`config.mk`:
```
export PLATFORM = sky130hd
export DESIGN_NAME = synth_cfg_bank
export DESIGN_NICKNAME = d
export VERILOG_FILES = /design/src/rtl/cfg_bank_pkg.sv /design/src/rtl/cfg_ptr_ctl.sv /design/src/rtl/cfg_ctrl_regs.sv /design/src/rtl/cfg_en_derive.sv /design/src/rtl/cfg_rd_mux.sv /design/src/rtl/synth_cfg_bank.sv
export SDC_FILE = /design/constraint.sdc
export NUM_CORES = 1
export LEC_CHECK = 0
export ABC_AREA = 1
export ABC_CLOCK_PERIOD_IN_PS = 1250
export CORE_ASPECT_RATIO = 0.6
export CORE_MARGIN = 10
export CORE_UTILIZATION = 45
export CTS_BUF_LIST = sky130_fd_sc_hd__clkbuf_4
export DETAILED_ROUTE_END_ITERATION = 6
export DONT_BUFFER_PORTS = 1
export GPL_ROUTABILITY_DRIVEN = 0
export HOLD_SLACK_MARGIN = 0.12
export PLACE_DENSITY_LB_ADDON = 0.2
export SLEW_MARGIN = 10
export SYNTH_ARGS = -nofsm -noshare
export SYNTH_HDL_FRONTEND = slang
export SYNTH_SLANG_ARGS = --single-unit
```
`constraint.sdc`:
```
create_clock -name clk -period 1.25 [get_ports clk]
set_input_delay 0.0625 -clock clk [delete_from_list [all_inputs] [get_ports clk]]
set_output_delay 0.0625 -clock clk [all_outputs]
set_load 0.01 [all_outputs]
```
`src/rtl/cfg_bank_pkg.sv`:
```
package cfg_bank_pkg;
   localparam int unsigned ADR_POINTER = 0;
   localparam int unsigned ADR_CONTROL = 1;
   localparam int unsigned ADR_DIVIDER = 2;
   localparam int unsigned CTL_SRC_BIT = 0;
   localparam int unsigned CTL_SW_BIT  = 1;
   localparam int unsigned CTL_KEEP_LO = 2;
   localparam int unsigned SOFT_BIT    = 5;
   localparam int unsigned CTL_FIELD_W = 10;
endpackage

```
`src/rtl/cfg_ptr_ctl.sv`:
```
module cfg_ptr_ctl
   import cfg_bank_pkg::*;
#(
   parameter int unsigned ADDR_W = 5,
   parameter int unsigned DATA_W = 24
) (
   input  logic              clk,
   input  logic              rst_n,
   input  logic              wr_en,
   input  logic [ADDR_W-1:0] addr,
   input  logic [DATA_W-1:0] wdata,
   output logic [ADDR_W-1:0] rd_ptr,
   output logic              soft_q,
   output logic              soft_hold
);
   localparam logic [ADDR_W-1:0] A_PTR = ADDR_W'(ADR_POINTER);

   logic ptr_wr;
   assign ptr_wr    = wr_en && (addr == A_PTR);
   assign soft_hold = ptr_wr ? wdata[SOFT_BIT] : soft_q;

   always_ff @(posedge clk or negedge rst_n) begin
      if (!rst_n) begin
         rd_ptr <= '0;
         soft_q <= 1'b0;
      end else if (ptr_wr) begin
         rd_ptr <= wdata[ADDR_W-1:0];
         soft_q <= wdata[SOFT_BIT];
      end
   end
endmodule

```
`src/rtl/cfg_ctrl_regs.sv`:
```
module cfg_ctrl_regs
   import cfg_bank_pkg::*;
#(
   parameter int unsigned ADDR_W = 5,
   parameter int unsigned DATA_W = 24,
   parameter int unsigned CTL_W  = 8,
   parameter int unsigned DIV_W  = 14
) (
   input  logic              clk,
   input  logic              rst_n,
   input  logic              wr_en,
   input  logic [ADDR_W-1:0] addr,
   input  logic [DATA_W-1:0] wdata,
   input  logic              soft_hold,
   output logic [CTL_W-1:0]  ctl_q,
   output logic [DIV_W-1:0]  div_q
);
   localparam logic [ADDR_W-1:0] A_CTL   = ADDR_W'(ADR_CONTROL);
   localparam logic [ADDR_W-1:0] A_DIV   = ADDR_W'(ADR_DIVIDER);
   localparam logic [CTL_W-1:0]  CTL_DEF = CTL_W'(3);
   localparam logic [DIV_W-1:0]  DIV_DEF = DIV_W'(1);

   logic [DIV_W-1:0] div_wr;
   assign div_wr = (wdata[DIV_W-1:0] == '0) ? DIV_DEF : wdata[DIV_W-1:0];

   always_ff @(posedge clk or negedge rst_n) begin
      if (!rst_n) begin
         ctl_q <= CTL_DEF;
         div_q <= DIV_DEF;
      end else if (soft_hold) begin
         ctl_q <= CTL_DEF;
         div_q <= DIV_DEF;
      end else if (wr_en) begin
         if (addr == A_CTL) ctl_q <= wdata[CTL_W-1:0];
         if (addr == A_DIV) div_q <= div_wr;
      end
   end
endmodule

```
`src/rtl/cfg_en_derive.sv`:
```
module cfg_en_derive
   import cfg_bank_pkg::*;
#(
   parameter int unsigned CTL_W  = 8,
   parameter int unsigned N_KEEP = 6
) (
   input  logic [CTL_W-1:0]  ctl_q,
   input  logic              chip_en_pin,
   output logic              chip_on,
   output logic [N_KEEP-1:0] blk_en
);
   assign chip_on = ctl_q[CTL_SRC_BIT] ? chip_en_pin : ctl_q[CTL_SW_BIT];

   for (genvar g = 0; g < N_KEEP; g++) begin : g_blk
      assign blk_en[g] = ctl_q[CTL_KEEP_LO + g] | chip_on;
   end
endmodule

```
`src/rtl/cfg_rd_mux.sv`:
```
module cfg_rd_mux
   import cfg_bank_pkg::*;
#(
   parameter int unsigned ADDR_W  = 5,
   parameter int unsigned DATA_W  = 24,
   parameter int unsigned CTL_W   = 8,
   parameter int unsigned DIV_W   = 14,
   parameter logic [DATA_W-1:0] CHIP_ID = 24'hC7701A
) (
   input  logic              clk,
   input  logic              rst_n,
   input  logic              rd_en,
   input  logic [ADDR_W-1:0] rd_ptr,
   input  logic [CTL_W-1:0]  ctl_q,
   input  logic [DIV_W-1:0]  div_q,
   output logic [DATA_W-1:0] rdata
);
   localparam logic [ADDR_W-1:0] A_PTR = ADDR_W'(ADR_POINTER);
   localparam logic [ADDR_W-1:0] A_CTL = ADDR_W'(ADR_CONTROL);
   localparam logic [ADDR_W-1:0] A_DIV = ADDR_W'(ADR_DIVIDER);

   logic [DATA_W-1:0] sel;
   always_comb begin
      sel = '0;
      if (rd_ptr == A_PTR)      sel = CHIP_ID;
      else if (rd_ptr == A_CTL) sel = DATA_W'(ctl_q);
      else if (rd_ptr == A_DIV) sel = DATA_W'(div_q);
   end

   always_ff @(posedge clk or negedge rst_n) begin
      if (!rst_n)     rdata <= '0;
      else if (rd_en) rdata <= sel;
   end
endmodule

```
`src/rtl/synth_cfg_bank.sv`:
```
module synth_cfg_bank
   import cfg_bank_pkg::*;
#(
   parameter int unsigned ADDR_W  = 5,
   parameter int unsigned DATA_W  = 24,
   parameter int unsigned DIV_W   = 14,
   parameter int unsigned N_KEEP  = 6,
   parameter logic [DATA_W-1:0] CHIP_ID = 24'hC7701A
) (
   input  logic              clk,
   input  logic              rst_n,
   input  logic              wr_en,
   input  logic              rd_en,
   input  logic [ADDR_W-1:0] addr,
   input  logic [DATA_W-1:0] wdata,
   input  logic              chip_en_pin,
   output logic [DATA_W-1:0] rdata,
   output logic              chip_on,
   output logic [N_KEEP-1:0] blk_en
);
   localparam int unsigned CTL_W = CTL_KEEP_LO + N_KEEP;

   if (CTL_W > CTL_FIELD_W) begin : g_chk_ctl
      $error("keep-on field does not fit the control register");
   end
   if (DIV_W >= DATA_W || CTL_FIELD_W > DATA_W) begin : g_chk_data
      $error("data word too narrow for the register fields");
   end
   if (ADDR_W < 2 || ADDR_W > SOFT_BIT) begin : g_chk_addr
      $error("pointer width must leave the soft-reset bit clear");
   end

   logic [ADDR_W-1:0] rd_ptr;
   logic              soft_q, soft_hold;
   logic [CTL_W-1:0]  ctl_q;
   logic [DIV_W-1:0]  div_q;

   cfg_ptr_ctl #(.ADDR_W(ADDR_W), .DATA_W(DATA_W)) u_ptr (
      .clk(clk), .rst_n(rst_n), .wr_en(wr_en), .addr(addr), .wdata(wdata),
      .rd_ptr(rd_ptr), .soft_q(soft_q), .soft_hold(soft_hold));

   cfg_ctrl_regs #(.ADDR_W(ADDR_W), .DATA_W(DATA_W), .CTL_W(CTL_W), .DIV_W(DIV_W)) u_regs (
      .clk(clk), .rst_n(rst_n), .wr_en(wr_en), .addr(addr), .wdata(wdata),
      .soft_hold(soft_hold), .ctl_q(ctl_q), .div_q(div_q));

   cfg_en_derive #(.CTL_W(CTL_W), .N_KEEP(N_KEEP)) u_en (
      .ctl_q(ctl_q), .chip_en_pin(chip_en_pin), .chip_on(chip_on), .blk_en(blk_en));

   cfg_rd_mux #(.ADDR_W(ADDR_W), .DATA_W(DATA_W), .CTL_W(CTL_W), .DIV_W(DIV_W),
                .CHIP_ID(CHIP_ID)) u_rd (
      .clk(clk), .rst_n(rst_n), .rd_en(rd_en), .rd_ptr(rd_ptr), .ctl_q(ctl_q),
      .div_q(div_q), .rdata(rdata));
endmodule

```
## After elaboration in Yosys (flattened, before gate mapping)

Index checks and enable logic that the tools add are counted.
Widths: inputs -> output; s select.

- Register bits after elaboration: 52
- Input bits: 34
- Output and inout port bits: 31
- Word-level logic and storage cells: 36

- Equality and inequality tests: 4
- Multiplexer cells: 12
- Bitwise gates (word level): 6
- Reductions and logical operators: 9

Operator list:

| kind | number |
|---|---|
| $mux 14 | 5 |
| $mux 24 | 2 |
| $mux 8 | 3 |
| $logic_not 14->1 | 1 |
| $eq 5x1->1 const B | 2 |
| $eq 5x2->1 const B | 2 |
| $logic_not 5->1 | 2 |
| $or 1x1->1 | 6 |
| $reduce_bool 2->1 | 3 |
| $reduce_and 2->1 | 2 |
| $mux 1 | 2 |
| $logic_and 1x1->1 | 1 |

## Logic depth before layout (Yosys ltp)

- Depth after elaboration: 5
- Mapped depth: 8
- Depth with buffers taken out: 8

## By module

A second synthesis with hierarchy kept.

- Cell total of the unflattened synthesis: 281
- Area, all modules: 2240.9 µm²

Modules (own cells, without submodules):

| module | instances | cells each | area each (µm²) | sequential area each (µm²) |
|---|---|---|---|---|
| cfg_ctrl_regs | 1 | 125 | 1051.0 | 554.3 |
| cfg_rd_mux | 1 | 111 | 854.6 | 375.4 |
| cfg_ptr_ctl | 1 | 29 | 265.3 | 150.1 |
| cfg_en_derive | 1 | 16 | 70.1 | 0.0 |

## Worst setup path after synthesis

Ideal clock, no wire load.

- Path kind: reg2out
- Start: register u_regs.ctl_q[1]
- End: output port blk_en[0]
- Arrival time: 1.190 ns
- Data required time: 1.188 ns
- Setup slack: -0.002 ns
- Cell stages (with the launch flop): 5
- Path buffers: 0
- Cell sequence: dfstp_2 inv_1 o21ai_0 inv_1 nand2_1

- Cells in the longest elaborated chain, start to end: 2

RTL lines:

| element | RTL line | text |
|---|---|---|
| start: declaration | cfg_ctrl_regs.sv:15 | `output logic [CTL_W-1:0] ctl_q,` |
| start signal: assignment | cfg_ctrl_regs.sv:34 | `if (addr == A_CTL) ctl_q <= wdata[CTL_W-1:0];` |
| $mux 1 | cfg_en_derive.sv:12 | `assign chip_on = ctl_q[CTL_SRC_BIT] ? chip_en_pin : ctl_q[CTL_SW_BIT];` |
| net chip_on | synth_cfg_bank.sv:18 | `output logic chip_on,` |
| $or 1x1->1 | cfg_en_derive.sv:15 | `assign blk_en[g] = ctl_q[CTL_KEEP_LO + g] \| chip_on;` |
| end: declaration | synth_cfg_bank.sv:19 | `output logic [N_KEEP-1:0] blk_en` |

The timed path passes the listed nets, and every way through them passes these cells.

## Worst setup path in the final report

- Start: register u_regs.ctl_q[0]
- End: output port blk_en[4]

- Cells in the longest elaborated chain, start to end: 2

RTL lines:

| element | RTL line |
|---|---|
| $mux 1 | cfg_en_derive.sv:12 |
| $or 1x1->1 | cfg_en_derive.sv:15 |

Every way passes these cells.

==> impl_metrics.tcl <==
set metrics [dict create \
    status "complete, but fails checks" \
    violations "setup timing" \
    clkSinkCount 43 \
    routedWlPerCell_um 16.2 \
    synth_top_family_by_area "simple AND/OR/NAND/NOR gates" \
    grtUsageMet1_pct 18.9 \
    clock_skew_ns 0.0163 \
    holdPathStages 5 \
    power.internal_w 0.00252 \
    hold_violations 0 \
    synth_cell_types 29 \
    clockBufferDepth 2 \
    fin_ws_ns -0.121 \
    power.switching_w 0.00135 \
    synth-seq-area-share_pct 50.7 \
    clockRootBuffer "clkbuf_4" \
    syn_avg_cell_area_um2 8.51 \
    grt_use_met2_pct 22.0 \
    swShare_pct 35.0 \
    met3_usage_pct 5.76 \
    p_comb_share_pct 30.6 \
    cts_tree "yes" \
    criticalPathCategory "flip-flop to output port" \
    cp-start-kind "flip-flop" \
    synth.top_cell.area_share_pct 47.0 \
    crit_top_cell "nand2_2" \
    synthXorXnorAreaFrac_pct 0 \
    drt_iter0_drc 113 \
    die_w_um 109 \
    max_freq_mhz 729 \
    syn_to_final_growth_pct 30.1 \
    cap_violations 0 \
    first_pass_iters 4 \
    globalRouteOverflowTotal 0 \
    grtUsageTotal_pct 14.3 \
    grt_pass1_vias 1811 \
    reg2reg_slack_ns -0.04 \
    drtAntennaViolNets 0 \
    synth_edf_count 0 \
    grt_max_degree 44 \
    routed_wl_um 5750 \
    netlist_area_um2 2130 \
    antenna_found_initial 1 \
    dp_hpwl_um 3960 \
    setup_violations 8 \
    slowest_stage "dfstp_2" \
    yosys-top-cells-area "dfrtp_1 (47%), nand2_1 (10%), nand3_1 (6.8%)" \
    crit_path_end "blk_en[4]" \
    ios 65 \
    port_buffers 0 \
    synth-adder-area-share_pct 0 \
    cp.arrival_ns 1.31 \
    synth-main-ff-cell "dfrtp_1" \
    yosysMostFrequentCell "nand2_1" \
    worstHoldStart "addr[0]" \
    synth_compound_area_share_pct 7.52 \
    grt_first_pass_wirelength_um 9110 \
    synthMuxAreaShare_pct 1.59 \
    hp-class "primary input to flip-flop" \
    synthTopCellsByCount "nand2_1 (58), dfrtp_1 (40), nor2_1 (31), nand3_1 (29), inv_1 (24)" \
    core.rowCount 19 \
    worstPathCellList "nand2_2 > o21ai_4 > inv_4 > nand2_2" \
    rsz0062_at_grt "yes" \
    multi_input_area_um2 996 \
    yosysWarnings 0 \
    ys_seq_elements 43 \
    required_ns 1.19 \
    synthCells 250 \
    synth_top_area_cell "dfrtp_1" \
    p_seq_share_pct 46.9 \
    reg2reg_depth 6 \
    layout-drive-gt1-share_pct 25.1 \
    layout_min_cycle_time_ns 1.37 \
    drc_errors 0 \
    final_core_util_pct 60.7 \
    startpoint "u_regs.ctl_q[0]" \
    fin_nets 324 \
    critical_path.top_delay_family "flip-flops" \
    nFillCells 412 \
    critPathBufInv 1 \
    cts-htree-levels 2 \
    slew_violations 0 \
    power_density_nw_per_um2 1400 \
    vdd_drop_max_uv 726 \
    via_count 1811 \
    insertion_delay_ns 0.35 \
    start_util_pct 46.6 \
    r2r_end "u_rd.rdata[1]" \
    grt-busiest-layer "met2" \
    cp_num_cells 4 \
    power.leakage_nw 1.33 \
    critPathMaxStageDelay_ns 0.62 \
    dieArea_um2 7970 \
    cp_max_fo 5 \
    worst_setup_path_end_kind "output port" \
    power_w 0.00387 \
    synthSimpleGateAreaFrac_pct 29.8 \
    regArea_um2 1080 \
    min_period_over_period_pct 110 \
    die_h_um 73.3 \
    p_clk_share_pct 22.5 \
    detail_route.vias_per_cell 5.10 \
    r2r-start "u_ptr.rd_ptr[2]" \
    cts_buffers 5 \
    synthArstFlopShare_pct 100 \
    path_clk_slew_ns 0.14 \
    coreArea_um2 4560 \
]
[registers in the layout, indices dropped and copies added (netlist names)]
register / flops
u_rd.rdata: 15
u_regs.div_q: 14
u_regs.ctl_q: 8
u_ptr.rd_ptr: 5
u_ptr.soft_q: 1
[worst register-to-register path, cell delays in order (launching register included)]
cell and delay (ns):
dfrtp_1 0.43, nor2_4 0.18, buf_6 0.13, nand3_4 0.14, o21ai_0 0.20, nor2_1 0.07
nor2_1 0.08
[layer usage]
layer | wire [um] | vias up | share of wire (%)
li1 | - | 883 | -
met1 | 2690 | 865 | 47
met2 | 2580 | 61 | 45
met3 | 465 | 2 | 8.1
met4 | 17 | 0 | 0.30
met5 | 0 | - | 0
[power groups by stage]
stage / Combinational [W] / Clock (W) / Sequential [W]
after floorplan: 0.000661 / 0 / 0.00177
after global placement: 0.000759 / 0 / 0.00181
after detailed placement: 0.000771 / 0 / 0.00182
after CTS: 0.000949 / 0.000881 / 0.00179
after global routing: 0.00132 / 0.000957 / 0.00185
final: 0.00119 / 0.000872 / 0.00181
[area by class of cell]
class                           instances  area share (%)
Inverter                               27            3.89
Sequential cell                        43            39.0
Clock buffer                            5            1.36
Multi-Input combinational cell        169            36.0
Tap cell                               63            2.85
Timing Repair Buffer                   44            15.4
Clock inverter                          3            1.40
Antenna cell                            1          0.0904
[cell usage in the layout, fill, tap and decap left out, types with 4 or more instances in the layout]
master	n
buf_6	5
nor2_1	28
nand3_1	26
nand2_2	8
nand4_1	8
o21ai_0	6
inv_1	21
dfrtp_1	39
dlygate4sd3_1	24
nor2_4	6
buf_4	13
clkbuf_4	5
conb_1	4
nand2_1	50
nand3_4	5
o22ai_2	5
a22o_1	4
[cells by family (layout without fill, tap and decap cells)]
| group | after synthesis | after routing |
|---|---|---|
| simple gates | 137 | 137 |
| other cells | 1 | 5 |
| mux | 3 | 3 |
| compound gates | 24 | 25 |
| flops | 43 | 43 |
| buf+inv | 42 | 79 |
[worst min-delay path by stage]
stage                             endpoint
final                      u_regs.ctl_q[0]
after global routing      u_regs.div_q[12]
after CTS                  u_regs.ctl_q[5]
after detailed placement   u_ptr.rd_ptr[3]
after global placement     u_ptr.rd_ptr[1]
after floorplan            u_ptr.rd_ptr[0]
[what timing repair did]
action | CTS | global route
pin swaps | 0 | 4
gates cloned | 0 | 1
hold endpoints to repair | 86 | 22
setup endpoints to repair | 10 | 28
resized for setup | 10 | 34
hold buffers | 25 | 1
setup buffers | 1 | 4
[through the flow]
step                      instances  setup TNS [ns]  setup slack (ns)  hold WS (ns)  instance area, um^2
final                           355          -0.854            -0.121         0.106                 2770
after global routing            355           -1.92            -0.203         0.126                 2770
after CTS                       348           -1.48            -0.147        -0.168                 2570
after detailed placement        314          -0.187           -0.0637        -0.231                 2200
after global placement          314         -0.0868           -0.0393        -0.231                 2200
after floorplan                 253               0            0.0563        -0.233                 2140
No activity file was read; power rests on OpenSTA's default activity.
